===== src/rtl/hsc_pkg.sv =====
package hsc_pkg;
  typedef enum logic [2:0] {
    ST_OFF,
    ST_START,
    ST_CONV,
    ST_OUT,
    ST_CLR
  } seq_state_e;
endpackage


===== src/rtl/hsc_rr_arb.sv =====
module hsc_rr_arb #(
  parameter int N  = 32,
  localparam int IW = $clog2(N)
) (
  input  logic          clk_i,
  input  logic          rst_ni,
  input  logic [N-1:0]  req_i,
  input  logic          en_i,
  output logic          gnt_vld_o,
  output logic [IW-1:0] gnt_idx_o,
  output logic [N-1:0]  gnt_o
);
  logic [IW-1:0] ptr_q;
  logic          found;
  logic [IW-1:0] idx;

  always_comb begin
    found = 1'b0;
    idx   = '0;
    for (int i = 0; i < N; i++) begin
      int k;
      k = int'(ptr_q) + i;
      if (k >= N) k = k - N;
      if (!found && req_i[k]) begin
        found = 1'b1;
        idx   = IW'(k);
      end
    end
  end

  assign gnt_vld_o = found & en_i;
  assign gnt_idx_o = idx;
  assign gnt_o     = gnt_vld_o ? (N'(1) << idx) : '0;

  always_ff @(posedge clk_i or negedge rst_ni) begin
    if (!rst_ni) begin
      ptr_q <= '0;
    end else if (gnt_vld_o) begin
      if (int'(idx) == N - 1) ptr_q <= '0;
      else                    ptr_q <= idx + 1'b1;
    end
  end
endmodule


===== src/rtl/hsc_fifo.sv =====
module hsc_fifo #(
  parameter int W     = 21,
  parameter int DEPTH = 4,
  localparam int AW   = $clog2(DEPTH),
  localparam int CW   = AW + 1
) (
  input  logic          clk_i,
  input  logic          rst_ni,
  input  logic          push_i,
  input  logic [W-1:0]  din_i,
  input  logic          pop_i,
  output logic [W-1:0]  dout_o,
  output logic          full_o,
  output logic          empty_o,
  output logic [CW-1:0] cnt_o
);
  logic [W-1:0]  mem_q [DEPTH];
  logic [AW-1:0] wr_q, rd_q;
  logic [CW-1:0] cnt_q;
  logic          do_push, do_pop;

  assign full_o  = (cnt_q == CW'(DEPTH));
  assign empty_o = (cnt_q == '0);
  assign cnt_o   = cnt_q;
  assign dout_o  = mem_q[rd_q];
  assign do_push = push_i & ~full_o;
  assign do_pop  = pop_i & ~empty_o;

  always_ff @(posedge clk_i) begin
    if (do_push) mem_q[wr_q] <= din_i;
  end

  always_ff @(posedge clk_i or negedge rst_ni) begin
    if (!rst_ni) begin
      wr_q  <= '0;
      rd_q  <= '0;
      cnt_q <= '0;
    end else begin
      if (do_push) wr_q <= wr_q + 1'b1;
      if (do_pop)  rd_q <= rd_q + 1'b1;
      case ({do_push, do_pop})
        2'b10:   cnt_q <= cnt_q + 1'b1;
        2'b01:   cnt_q <= cnt_q - 1'b1;
        default: cnt_q <= cnt_q;
      endcase
    end
  end
endmodule


===== src/rtl/hit_seq_ctrl.sv =====
module hit_seq_ctrl
  import hsc_pkg::*;
#(
  parameter int NUM_CH     = 32,
  parameter int TS_W       = 16,
  parameter int DATA_W     = 8,
  parameter int FIFO_DEPTH = 4,
  parameter int LOSS_W     = 16,
  localparam int CH_W      = $clog2(NUM_CH)
) (
  input  logic              clk_i,
  input  logic              rst_ni,
  input  logic [NUM_CH-1:0] hit_req_i,
  input  logic [NUM_CH-1:0] hit_evt_i,
  output logic [NUM_CH-1:0] hit_clr_o,
  output logic              adc_pwr_o,
  output logic              adc_start_o,
  output logic [CH_W-1:0]   adc_ch_o,
  input  logic              adc_done_i,
  input  logic [DATA_W-1:0] adc_data_i,
  output logic              out_valid_o,
  input  logic              out_ready_i,
  output logic [CH_W-1:0]   out_ch_o,
  output logic [TS_W-1:0]   out_ts_o,
  output logic [DATA_W-1:0] out_data_o,
  output logic [LOSS_W-1:0] loss_cnt_o
);
  localparam int ENT_W = CH_W + TS_W;
  localparam int CW    = $clog2(FIFO_DEPTH) + 1;

  seq_state_e        state_q, state_d;
  logic [TS_W-1:0]   ts_q;
  logic [NUM_CH-1:0] queued_q;
  logic [DATA_W-1:0] data_q;
  logic [LOSS_W-1:0] loss_q;

  logic              fifo_full, fifo_empty, fifo_push, fifo_pop;
  logic [CW-1:0]     fifo_cnt;
  logic [ENT_W-1:0]  fifo_head;
  logic [CH_W-1:0]   gnt_idx, head_ch;
  logic [TS_W-1:0]   head_ts;
  logic [NUM_CH-1:0] gnt;

  // queued channels are masked so a held request is taken once
  hsc_rr_arb #(.N(NUM_CH)) u_arb (
    .clk_i     (clk_i),
    .rst_ni    (rst_ni),
    .req_i     (hit_req_i & ~queued_q),
    .en_i      (~fifo_full),
    .gnt_vld_o (fifo_push),
    .gnt_idx_o (gnt_idx),
    .gnt_o     (gnt)
  );

  hsc_fifo #(.W(ENT_W), .DEPTH(FIFO_DEPTH)) u_fifo (
    .clk_i   (clk_i),
    .rst_ni  (rst_ni),
    .push_i  (fifo_push),
    .din_i   ({gnt_idx, ts_q}),
    .pop_i   (fifo_pop),
    .dout_o  (fifo_head),
    .full_o  (fifo_full),
    .empty_o (fifo_empty),
    .cnt_o   (fifo_cnt)
  );

  assign head_ch  = fifo_head[ENT_W-1:TS_W];
  assign head_ts  = fifo_head[TS_W-1:0];
  assign fifo_pop = (state_q == ST_CLR);

  always_comb begin
    state_d = state_q;
    unique case (state_q)
      ST_OFF:   if (!fifo_empty) state_d = ST_START;
      ST_START: state_d = ST_CONV;
      ST_CONV:  if (adc_done_i) state_d = ST_OUT;
      ST_OUT:   if (out_ready_i) state_d = ST_CLR;
      ST_CLR:   state_d = (fifo_cnt > CW'(1) || fifo_push) ? ST_START : ST_OFF;
      default:  state_d = ST_OFF;
    endcase
  end

  always_ff @(posedge clk_i or negedge rst_ni) begin
    if (!rst_ni) begin
      state_q <= ST_OFF;
      data_q  <= '0;
    end else begin
      state_q <= state_d;
      if (state_q == ST_CONV && adc_done_i) data_q <= adc_data_i;
    end
  end

  always_ff @(posedge clk_i or negedge rst_ni) begin
    if (!rst_ni) begin
      ts_q     <= '0;
      queued_q <= '0;
    end else begin
      ts_q     <= ts_q + 1'b1;
      queued_q <= (queued_q | gnt) & ~hit_clr_o;
    end
  end

  // hits landing on an already-queued channel are refused and counted
  logic [LOSS_W-1:0] loss_inc;
  always_comb begin
    int n;
    n = 0;
    for (int i = 0; i < NUM_CH; i++) n += int'(hit_evt_i[i] & queued_q[i]);
    loss_inc = LOSS_W'(n);
  end

  always_ff @(posedge clk_i or negedge rst_ni) begin
    if (!rst_ni) loss_q <= '0;
    else         loss_q <= loss_q + loss_inc;
  end

  assign hit_clr_o   = (state_q == ST_CLR) ? (NUM_CH'(1) << head_ch) : '0;
  assign adc_pwr_o   = (state_q != ST_OFF);
  assign adc_start_o = (state_q == ST_START);
  assign adc_ch_o    = head_ch;
  assign out_valid_o = (state_q == ST_OUT);
  assign out_ch_o    = head_ch;
  assign out_ts_o    = head_ts;
  assign out_data_o  = data_q;
  assign loss_cnt_o  = loss_q;
endmodule


===== config.mk =====
export PLATFORM = sky130hd
export DESIGN_NAME = hit_seq_ctrl
export DESIGN_NICKNAME = d
export VERILOG_FILES = /design/src/rtl/hsc_pkg.sv /design/src/rtl/hsc_rr_arb.sv /design/src/rtl/hsc_fifo.sv /design/src/rtl/hit_seq_ctrl.sv
export SDC_FILE = /design/constraint.sdc
export NUM_CORES = 1
export LEC_CHECK = 0
export BUFFER_PORTS_ARGS = -buffer_cell sky130_fd_sc_hd__buf_2
export CAP_MARGIN = 20
export CORE_MARGIN = 4
export CORE_UTILIZATION = 55
export CTS_CLUSTER_SIZE = 8
export DETAILED_ROUTE_END_ITERATION = 7
export PLACE_DENSITY = 0.89
export SYNTH_ARGS = -nofsm -noshare
export SYNTH_HDL_FRONTEND = slang
export SYNTH_SLANG_ARGS = --single-unit

===== constraint.sdc =====
create_clock -name clk_i -period 6.07 [get_ports clk_i]
set_input_delay 0 -clock clk_i [delete_from_list [all_inputs] [get_ports clk_i]]
set_output_delay 0 -clock clk_i [all_outputs]
set_load 0.005 [all_outputs]

==> key figures, run 1 <==
Outcome
  – Outcome: complete, but fails checks
  – Violated checks: DRC

STA
  – Final Hold Vio Count: 0
  – # setup viols final: 0
  – Fmax: between 0.15 and 0.2 GHz
  – Final period util: 0.9709
  – RSZ-0062 raised after global routing: no
  – Slew margin rel.: 0.2600
  – Skew final: roughly 0.017 ns
  – Final Max Tran Viols: 0
  – Crit path time final: between 5 and 6 ns
  – Fin Setup TNS: 0 ns
  – Worst-Margin Slew: roughly 1.1 ns

Floorplan
  – Die area: approximately 28000 um^2
  – Die Y: approximately 170 um
  – IO Count: approximately 160
  – Chip Width: between 150 and 200 um
  – Rows: 57
  – Initial Util: 0.5652
  – Core box area: 24600 um^2

Setup path
  – Critical path capture point type: register
  – Crit path DAT: 6.21 ns
  – CP max FO: 3
  – CP Class: register to register
  – FF-to-FF End: loss_cnt_o[14]
  – R2R depth: 20
  – Reg2reg start: queued_q[18]
  – Crit path required time: around 6.4 ns
  – R2R Setup Slk: 0.18 ns
  – Critical path startpoint: queued_q[18]
  – Crit path launch type: register

Synth
  – Ys flop type: dfrtp_1
  – Cell Area, Synth: roughly 14000 um^2
  – Unique masters post-synth: slightly below 100
  – Yosys reg bits: about 170
  – Synth warn: 0
  – Count leader, synth: nor2_1
  – Sequential fraction of the synthesis area: 0.3380
  – Syn avg cell area: approximately 10 um^2
  – Yosys top cell by area: edfxtp_1
  – Post-synthesis instance total: ~1400
  – Mapped Nets: about 1600
  – Synth cell count leaders: 139 x nor2_1, 103 x nand2_1, 87 x dfrtp_1, 84 x edfxtp_1, 64 x nor3_1
  – Synth top area share: 0.1814
  – EDFF count, synth: 84
  – Synth area leaders: edfxtp_1 18%, dfrtp_1 16%, mux4_2 7.9%
  – Async S/R FF share, synth: 0.5088

Layout
  – Multi-input logic area: about 8600 um^2
  – Fillers: between 1500 and 2000
  – Nets: roughly 1800
  – Area delta synth->final: 16.76%
  – Share of post-route cells with drive strength above 1: 0.2583
  – Reg area: 4703 um^2

Global route
  – Antenna violations before repair: 2
  – GRT Total Usage: 0.3454
  – First-pass GRT wire length: 75580 um
  – Total gr overflow: 0
  – Vias in the first global route: 13200
  – Largest net degree at the start of global routing: 79

Clocking
  – Clock Latency Late Sink: 0.43 ns
  – Clock tree from TritonCTS: built
  – Cts bufs inserted: 17
  – H-tree depth: 4
  – CTS clk-pin slew, worst paths: ~0.07 ns
  – Root Buffer Master: clkbuf_16
  – Sink Count: about 170
  – Clock tree buffer depth: 2

Min path
  – Hold/Removal Path Class: input pin to async pin

Drt
  – Initial DRC count: ~2100
  – Vias: 13480
  – Pre-antenna DRT Iters: 8
  – Final WL: roughly 50000 um
  – Wirelength per Cell: approximately 25 um
  – Residual DRC: 1
  – Routed Antenna Nets: 0
  – Via density per instance: roughly 6.9

Place
  – Number of port buffers: 160
  – Dpl hpwl: between 30000 and 40000 um
  – RePlAce Congestion: 1.143

Run
  – Max_cap viols: 0
-- cells by family after synthesis --
group / share of synthesized area
xor+xnor: 0.04526
fa+ha+maj: 0.07702
compound gates: 0.1237
simple gates: 0.2594
flops: 0.3380
mux: 0.1127
buf+inv: 0.04400
-- repair_timing --
item	in CTS	in global routing
hold endpoints to repair	40	0
endpoints found under the setup margin	3	43
resized for setup	2	13
hold buffers	10	0
buffers inserted	0	2
pin swaps	1	1
-- placed cells by master (no fill, tap or decap), types with 28 or more instances in the layout --
cell      count
inv_1        51
nor4_1       56
dfrtp_1      84
ha_1         44
buf_2       159
nor2_1      135
buf_4        91
o21ai_0      38
mux4_2       49
nor3_1       63
edfxtp_1     84
and3b_1      28
a21oi_1      44
xnor2_1      52
nor3b_1      32
nand2_1     103
-- worst max-delay path: stages (launching register included) --
cell and delay [ns]:
dfrtp_1 0.38, nand2_1 0.11, fa_1 0.55, fa_1 0.56, inv_1 0.06, fa_1 0.52
inv_1 0.06, fa_1 0.50, fa_1 0.52, fa_1 0.54, inv_1 0.06, fa_2 0.40
fa_2 0.36, a21o_1 0.18, a21oi_2 0.18, o21bai_1 0.09, a21oi_2 0.19, nor2b_1 0.09
o21bai_2 0.19, nor2_1 0.09, xor2_1 0.14
-- metrics by stage --
stage | cell area (um^2) | cells | util | hold WS, ns | setup slack (ns)
after CTS | 16170 | 1952 | 0.6573 | 0.02836 | 0.03002
after detailed placement | 15450 | 1910 | 0.6279 | -0.03856 | 0.006252
after floorplan | 13910 | 1412 | - | -0.2956 | 0.03197
after global routing | 16230 | 1956 | 0.6598 | 0.06647 | 0.0008407
final | 16240 | 1957 | 0.6599 | 0.06312 | 0.1769
after global placement | 15440 | 1909 | 0.6276 | -0.04887 | 0.08465
-- worst max path at each step --
stage	slack (ns)	endpoint	cells after the start
floorplan	0.03	u_arb.ptr_q[4]	24
global placement	0.08	loss_cnt_o[14]	19
detailed placement	0.006	loss_cnt_o[14]	19
CTS	0.03	loss_cnt_o[14]	19
global route	0.0008	loss_cnt_o[14]	20
finish	0.18	loss_cnt_o[14]	20
-- layout make-up --
class,instances,share of cell area
inverters,57,0.01333
flip-flops and latches,171,0.2897
clock inverters,15,0.01171
multi-input cells,1107,0.5327
diodes,3,0.0004624
clock buffers,17,0.02620
repair buffers,263,0.1009
well taps,324,0.02497
-- routing by layer --
metal,global-route usage,part of all wire,vias to the layer above
met5,0,0,-
li1,-,-,5777
met3,0.09125,0.12,259
met2,0.5453,0.46,1048
met4,0.1764,0.062,0
met1,0.4403,0.36,6398
-- sequential cells by signal, indices dropped and copies added, names as in the netlist --
signal and flops:
u_fifo.cnt_o 3, u_fifo.mem_q 84, u_fifo.wr_q 2, out_data_o 8
state_q 3, queued_q 32, u_arb.ptr_q 5, ts_q 16
u_fifo.rd_q 2, loss_cnt_o 16
Power of run 1 is left out: the tool's default activity adds up to more than one toggle a clock period on the data nets, which glitch-free logic cannot reach.
==> run 2: changes to the inputs <==
PLACE_DENSITY = 0.85   (was 0.89)
SYNTH_HIERARCHICAL = 1   (was not set)
clock period = 7.5 ns   (was 6.07 ns; I/O delays follow)
==> key figures, run 2 <==
Layout
  – Most common cell after layout, fill and taps aside: nor2_1
  – Largest Register: u_fifo/mem_q
  – Fillers: 2066 (+7.6%)
  – Final core utilization: 0.6336 (-0.02634)
  – Multi-input logic area: 9691 um^2 (+12%)
  – Diode count: 0 (-3)
  – Area delta synth->final: 13.54%
  – Reg area: 4703 um^2 (unchanged)
  – Largest register FFs: 84 (unchanged)
  – Commonest non-fill, non-tap cells in the layout: 203 x nor2_1, 159 x buf_2, 131 x nand2_1, 90 x mux4_2
  – Nets: 1814 (+2.9%)
  – Share of post-route cells with drive strength above 1: 0.2536 (-0.004728)
  – Biggest regs: u_fifo/mem_q: 84 flops, queued_q: 32 flops

STA
  – Slew margin rel.: 0.2616 (+0.001598)
  – Fin Setup TNS: 0 ns (unchanged)
  – Skew final: 0.01337 ns (-0.003460 ns)
  – Fmax: 0.1419 GHz (-16%)
  – Final period util: 0.9394 (-0.03145)
  – Crit path time final: 7.046 ns (+1.152 ns)
  – Final Hold Vio Count: 0 (unchanged)
  – # setup viols final: 0 (unchanged)
  – RSZ-0062 raised after global routing: no
  – Worst-Margin Slew: 1.080 ns (-0.02017 ns)
  – Hold WS: 0.02576 ns (-0.03736 ns)
  – Final Max Tran Viols: 0 (unchanged)

Drt
  – Wirelength per Cell: 27.65 um (+8.7%)
  – Pre-antenna DRT Iters: 7 (-1)
  – Final WL: 56100 um (+13%)
  – Residual DRC: 0 (-1)
  – Vias: 14580 (+8.1%)
  – Initial DRC count: 2443 (+14%)
  – Via density per instance: 7.183 (+4.3%)
  – Routed Antenna Nets: 0 (unchanged)

Synth
  – Yosys reg bits: 171 (unchanged)
  – Async S/R FF share, synth: 0.5088 (unchanged)
  – Yosys top cell by area: edfxtp_1
  – Post-synthesis instance total: 1507 (+6.7%)
  – Syn avg cell area: 9.980 um^2 (+1.3%)
  – EDFF count, synth: 84 (unchanged)
  – Synth top area share: 0.1677 (-0.01367)
  – Synth cell count leaders: 203 x nor2_1, 131 x nand2_1, 90 x mux4_2, 87 x dfrtp_1, 84 x edfxtp_1
  – Mapped Nets: 1646 (+5.6%)
  – Cell Area, Synth: 15040 um^2 (+8.2%)
  – Count leader, synth: nor2_1
  – Unique masters post-synth: 100 (+3.1%)
  – Synth area leaders: edfxtp_1 17%, dfrtp_1 14%, mux4_2 13%
  – Sequential fraction of the synthesis area: 0.3125 (-0.02547)
  – Synth warn: 6 (+6)
  – Ys flop type: dfrtp_1

Floorplan
  – Core box area: 26950 um^2 (+9.5%)
  – Initial Util: 0.5580 (-0.007135)
  – IO Count: 161 (unchanged)
  – Die area: 30050 um^2 (+7.8%)
  – Die Y: 173.4 um (+3.8%)
  – Chip Width: 173.4 um (+3.8%)
  – Rows: 60 (+5.3%)

Clocking
  – H-tree depth: 4 (unchanged)
  – Clock tree from TritonCTS: built
  – Cts bufs inserted: 17 (unchanged)
  – CTS clk-pin slew, worst paths: 0.08 ns (about the same)
  – Clock Latency Late Sink: 0.43 ns (about the same)
  – Root Buffer Master: clkbuf_16
  – Clock tree buffer depth: 2 (unchanged)
  – Sink Count: 171 (unchanged)
  – Post-CTS Setup Repair Bufs: 0 (unchanged)

Global route
  – Antenna violations before repair: 1 (-1)
  – Vias in the first global route: 14550 (+10%)
  – Total gr overflow: 0 (unchanged)
  – GRT Total Usage: 0.3651 (+0.01973)
  – Largest net degree at the start of global routing: 73 (-7.6%)
  – First-pass GRT wire length: 85660 um (+13%)

Setup path
  – R2R Setup Slk: 0.45 ns (+0.28 ns)
  – Critical path's largest stage delay: 0.88 ns (+0.32 ns)
  – Most used cell, CP: inv_1
  – FF-to-FF End: u_fifo/cnt_o[2]
  – Reg2reg start: u_arb/ptr_q[1]
  – Crit path required time: 7.85 ns (+1.47 ns)
  – Critical path capture point type: register
  – CP max stage cell: ha_1
  – Crit path launch type: register
  – CP Class: register to register
  – Crit path max-delay family: simple AND/OR/NAND/NOR gates
  – Crit path DAT: 7.40 ns (+1.19 ns)
  – R2R depth: 21 (+5.0%)
  – Worst path bufs/invs: 5 (+2)
  – Cells along the critical path: inv_1 -> ha_1 -> mux4_2 -> mux2i_1 -> mux2_2 -> mux2i_1 -> nor2_1 -> and4_1 -> and4_1 -> nand2_1 -> o31ai_1 -> buf_4 -> inv_1 -> nor2b_2 -> inv_1 -> ha_1 -> inv_1 -> fa_1 -> xor2_1 -> nor2_1 -> xor2_1
  – CP max FO: 17 (+14)

Min path
  – Hold_sp: adc_done_i
  – Hold/Removal Path Class: input pin to register
  – Worst Hold Endpoint: state_q[0]
  – Hold depth: 4

Place
  – RePlAce Congestion: 1.063 (-7.1%)
  – Number of port buffers: 160 (unchanged)
  – Dpl hpwl: 41860 um (+11%)

Outcome
  – Outcome: complete, no violations

Run
  – Max_cap viols: 0 (unchanged)
## run 2: cell families (layout without fill, tap and decap cells)
| family | after synthesis | count (layout) | share of synthesized area |
|---|---|---|---|
| AOI/OAI and AO/OA | 267 | 267 | 0.1252 |
| xor gates and xnor gates | 61 | 61 | 0.03652 |
| adders and majority gates | 63 | 63 | 0.06589 |
| buffers and inverters | 143 | 324 | 0.04368 |
| DFF | 171 | 171 | 0.3125 |
| muxes | 207 | 207 | 0.2205 |
| and+or+nand+nor | 595 | 595 | 0.1958 |
## run 2: area by class of cell
type,count,area share
multi-input cells,1193,0.5675
repair buffers,228,0.08280
clock inverters,15,0.01026
well taps,341,0.02499
clock buffers,17,0.02491
inverters,64,0.01407
flip-flops and latches,171,0.2754
## run 2: tightest hold or removal path, stage by stage
cell,delay (ns)
buf_2,0.09
o211ai_1,0.08
o31a_1,0.10
o21ai_0,0.14
## run 2: how the worst max path moves through the flow
stage	start	end	slack, ns	cells after the start
after CTS	u_arb/ptr_q[1]	u_fifo/cnt_o[2]	0.62	22
after floorplan	u_arb/ptr_q[1]	u_fifo/cnt_o[2]	0.26	29
after global placement	u_arb/ptr_q[1]	u_arb/ptr_q[2]	0.88	18
after global routing	u_arb/ptr_q[1]	u_fifo/cnt_o[2]	0.07	21
final	u_arb/ptr_q[1]	u_fifo/cnt_o[2]	0.45	21
after detailed placement	u_arb/ptr_q[1]	u_fifo/cnt_o[2]	0.72	22
## run 2: stage by stage
stage                     worst slack (ns)  area [um^2]  cells
after floorplan                     0.2573        15040   1507
after global placement              0.8846        16260   1980
after detailed placement            0.7175        16260   1980
after CTS                           0.6169        16990   2025
after global routing               0.07384        17080   2029
final                               0.4544        17080   2029
## run 2: per-layer routing
layer  share of wire  global-route usage  vias up
met4           0.082              0.2255        2
met1            0.34              0.4453     7015
met3            0.13             0.09815      360
met5         0.00023                   0        -
li1                -                   -     5977
met2            0.45              0.5802     1221
## run 2: what timing repair did
action,in CTS,in global routing
hold endpoints to repair,25,0
resized for setup,0,0
hold buffers,13,0
Power of run 2 is left out for the same reason.
==> run 3: changes to the inputs <==
ABC_AREA = 1   (was not set)
CELL_PAD_IN_SITES_DETAIL_PLACEMENT = 2   (was not set)
CELL_PAD_IN_SITES_GLOBAL_PLACEMENT = 2   (was not set)
CORE_UTILIZATION = 37   (was 55)
PLACE_DENSITY = 0.95   (was 0.85)
==> key figures, run 3 <==
Synth
  – Sequential fraction of the synthesis area: 0.3489 (+0.03640)
  – Yosys reg bits: 171 (unchanged)
  – Mapped Nets: 2009 (+22%)
  – Syn avg cell area: 7.203 um^2 (-28%)
  – Count leader, synth: nand2_1
  – Synth cell count leaders: 488 x nand2_1, 272 x inv_1, 251 x nand3_1, 241 x nor2_1, 87 x dfrtp_1
  – Post-synthesis instance total: 1870 (+24%)
  – Cell Area, Synth: 13470 um^2 (-10%)
  – Unique masters post-synth: 50 (-50%)
  – Async S/R FF share, synth: 0.5088 (unchanged)
  – Yosys top cell by area: edfxtp_1
  – EDFF count, synth: 84 (unchanged)
  – Ys flop type: dfrtp_1
  – Synth warn: 6 (unchanged)
  – Synth area leaders: edfxtp_1 19%, dfrtp_1 16%, nand2_1 14%
  – Synth top area share: 0.1873 (+0.01954)

STA
  – # setup viols final: 0 (unchanged)
  – Fin Setup TNS: 0 ns (unchanged)
  – Crit path time final: 7.225 ns (+0.1790 ns)
  – Worst-Margin Slew: 1.026 ns (-0.05403 ns)
  – Skew final: 0.02876 ns (+0.01538 ns)
  – Fmax: 0.1384 GHz (-2.5%)
  – Final Max Tran Viols: 0 (unchanged)
  – Slew margin rel.: 0.3162 (+0.05464)
  – Final period util: 0.9633 (+0.02387)
  – Final Hold Vio Count: 0 (unchanged)

Layout
  – Commonest non-fill, non-tap cells in the layout: 486 x nand2_1, 271 x inv_1, 251 x nand3_1, 237 x nor2_1, 159 x buf_2
  – Largest Register: u_fifo/mem_q
  – Nets: 2180 (+20%)
  – Most common cell after layout, fill and taps aside: nand2_1
  – Fin cells: 2518 (+24%)
  – Fillers: 4219 (+100%)
  – Share of post-route cells with drive strength above 1: 0.1753 (-0.07829)
  – Biggest regs: u_fifo/mem_q: 84 flops, queued_q: 32 flops
  – Largest register FFs: 84 (unchanged)
  – Fin area: 15610 um^2 (-8.6%)
  – Area delta synth->final: 15.86%

Floorplan
  – Die Y: 198.8 um (+15%)
  – Chip Width: 198.8 um (+15%)
  – Core box area: 35740 um^2 (+33%)
  – Initial Util: 0.3769 (-0.1811)
  – Die area: 39520 um^2 (+32%)
  – Rows: 69 (+15%)
  – IO Count: 161 (unchanged)

Place
  – DP Area: 14640 um^2 (-10%)
  – RePlAce Congestion: 1.021 (-3.9%)
  – Placed insts: 2454 (+24%)
  – Number of port buffers: 160 (unchanged)
  – Dpl hpwl: 53720 um (+28%)

Clocking
  – CTS clk-pin slew, worst paths: 0.10 ns (+0.02 ns)
  – H-tree depth: 4 (unchanged)
  – Clock Latency Late Sink: 0.49 ns (+0.06 ns)
  – Clock tree buffer depth: 2 (unchanged)
  – Sink Count: 171 (unchanged)
  – Cts bufs inserted: 17 (unchanged)
  – Root Buffer Master: clkbuf_16
  – Clock tree from TritonCTS: built

Setup path
  – Critical path's largest stage delay: 0.56 ns (-0.32 ns)
  – FF-to-FF End: u_fifo/cnt_o[2]
  – Crit path required time: 7.86 ns (about the same)
  – Crit path DAT: 7.59 ns (+0.19 ns)
  – R2R Setup Slk: 0.28 ns (-0.18 ns)
  – CP Class: register to register
  – Critical path capture point type: register
  – Crit path launch type: register
  – CP max stage cell: dfrtp_4
  – Most used cell, CP: nand2_1
  – Reg2reg start: u_arb/ptr_q[2]
  – R2R depth: 39 (+86%)
  – CP max FO: 14 (-3)

Global route
  – First-pass GRT wire length: 121900 um (+42%)
  – GRT Total Usage: 0.4193 (+0.05418)
  – Gr busiest metal: met2
  – Total gr overflow: 0 (unchanged)
  – Antenna violations before repair: 6 (+5)
  – Largest net degree at the start of global routing: 81 (+11%)
  – Met2 usage: 0.6916 (+0.1115)
  – GR Util met3: 0.1077 (+0.009577)
  – Vias in the first global route: 17410 (+20%)
  – Met1 Usage GRT: 0.4675 (+0.02224)

Drt
  – Final WL: 86210 um (+54%)
  – Via density per instance: 6.459 (-10%)
  – Vias: 16260 (+12%)
  – Residual DRC: 0 (unchanged)
  – Wirelength per Cell: 34.24 um (+24%)
  – Initial DRC count: 2015 (-18%)
  – Pre-antenna DRT Iters: 6 (-1)
  – Routed Antenna Nets: 0 (unchanged)

Min path
  – Hold/Removal Path Class: input pin to async pin

Run
  – Max_cap viols: 0 (unchanged)

Outcome
  – Outcome: complete, no violations
==> run 3: repair_timing <==
item	CTS	global route
gates resized for setup	0	20
setup endpoints to repair	0	104
endpoints found under the hold margin	48	0
buffers inserted	0	8
hold buffers	20	0
==> run 3: worst max-delay path: cells and delay by family (launching register included) <==
family                     cells  cell delay, ns
AOI/OAI and AO/OA              1            0.15
adders and majority gates      3            1.05
buffers and inverters          8            1.33
DFF                            1            0.56
and+or+nand+nor               27            3.97
==> run 3: cell families after synthesis <==
group	count (synthesis)	share of synthesized area
flops	171	0.3489
fa+ha+maj	63	0.07356
compound gates	131	0.06790
xor+xnor	37	0.02768
simple gates	1114	0.3702
buf+inv	354	0.1117
==> run 3: how the worst max path moves through the flow <==
| stage | endpoint | from | slack [ns] |
|---|---|---|---|
| finish | u_fifo/cnt_o[2] | u_arb/ptr_q[2] | 0.28 |
| global route | u_arb/ptr_q[1] | u_arb/ptr_q[1] | -0.05 |
| CTS | u_fifo/cnt_o[2] | u_arb/ptr_q[2] | 0.06 |
| detailed placement | u_fifo/cnt_o[2] | u_arb/ptr_q[2] | 0.36 |
| global placement | u_fifo/cnt_o[2] | u_arb/ptr_q[2] | 1.08 |
| floorplan | u_fifo/cnt_o[2] | u_arb/ptr_q[1] | 1.76 |
==> run 3: final cells by class <==
type	instances	area, um^2	share of cell area
Multi-Input combinational cell	1345	7333	0.4699
Clock buffer	18	450.4	0.02886
Tap cell	461	576.8	0.03696
Inverter	296	1121	0.07183
Timing Repair Buffer	210	1251	0.08017
Antenna cell	3	7.507	0.0004810
Clock inverter	14	162.7	0.01042
Sequential cell	171	4705	0.3014
==> run 3: metrics by stage <==
stage / hold WS (ns) / util / setup slack (ns)
floorplan: -0.2956 / - / 1.757
global placement: 0.003772 / 0.4093 / 1.078
detailed placement: 0.01135 / 0.4096 / 0.3600
CTS: 0.02395 / 0.4323 / 0.05577
global route: 0.07015 / 0.4365 / -0.04901
finish: 0.05674 / 0.4367 / 0.2753
==> run 3: layer usage <==
metal / vias up / share of wire
met1: 8094 / 0.35
li1: 6324 / -
met3: 529 / 0.099
met2: 1309 / 0.46
met5: - / 0.00056
met4: 8 / 0.095
Power of run 3 is left out for the same reason.
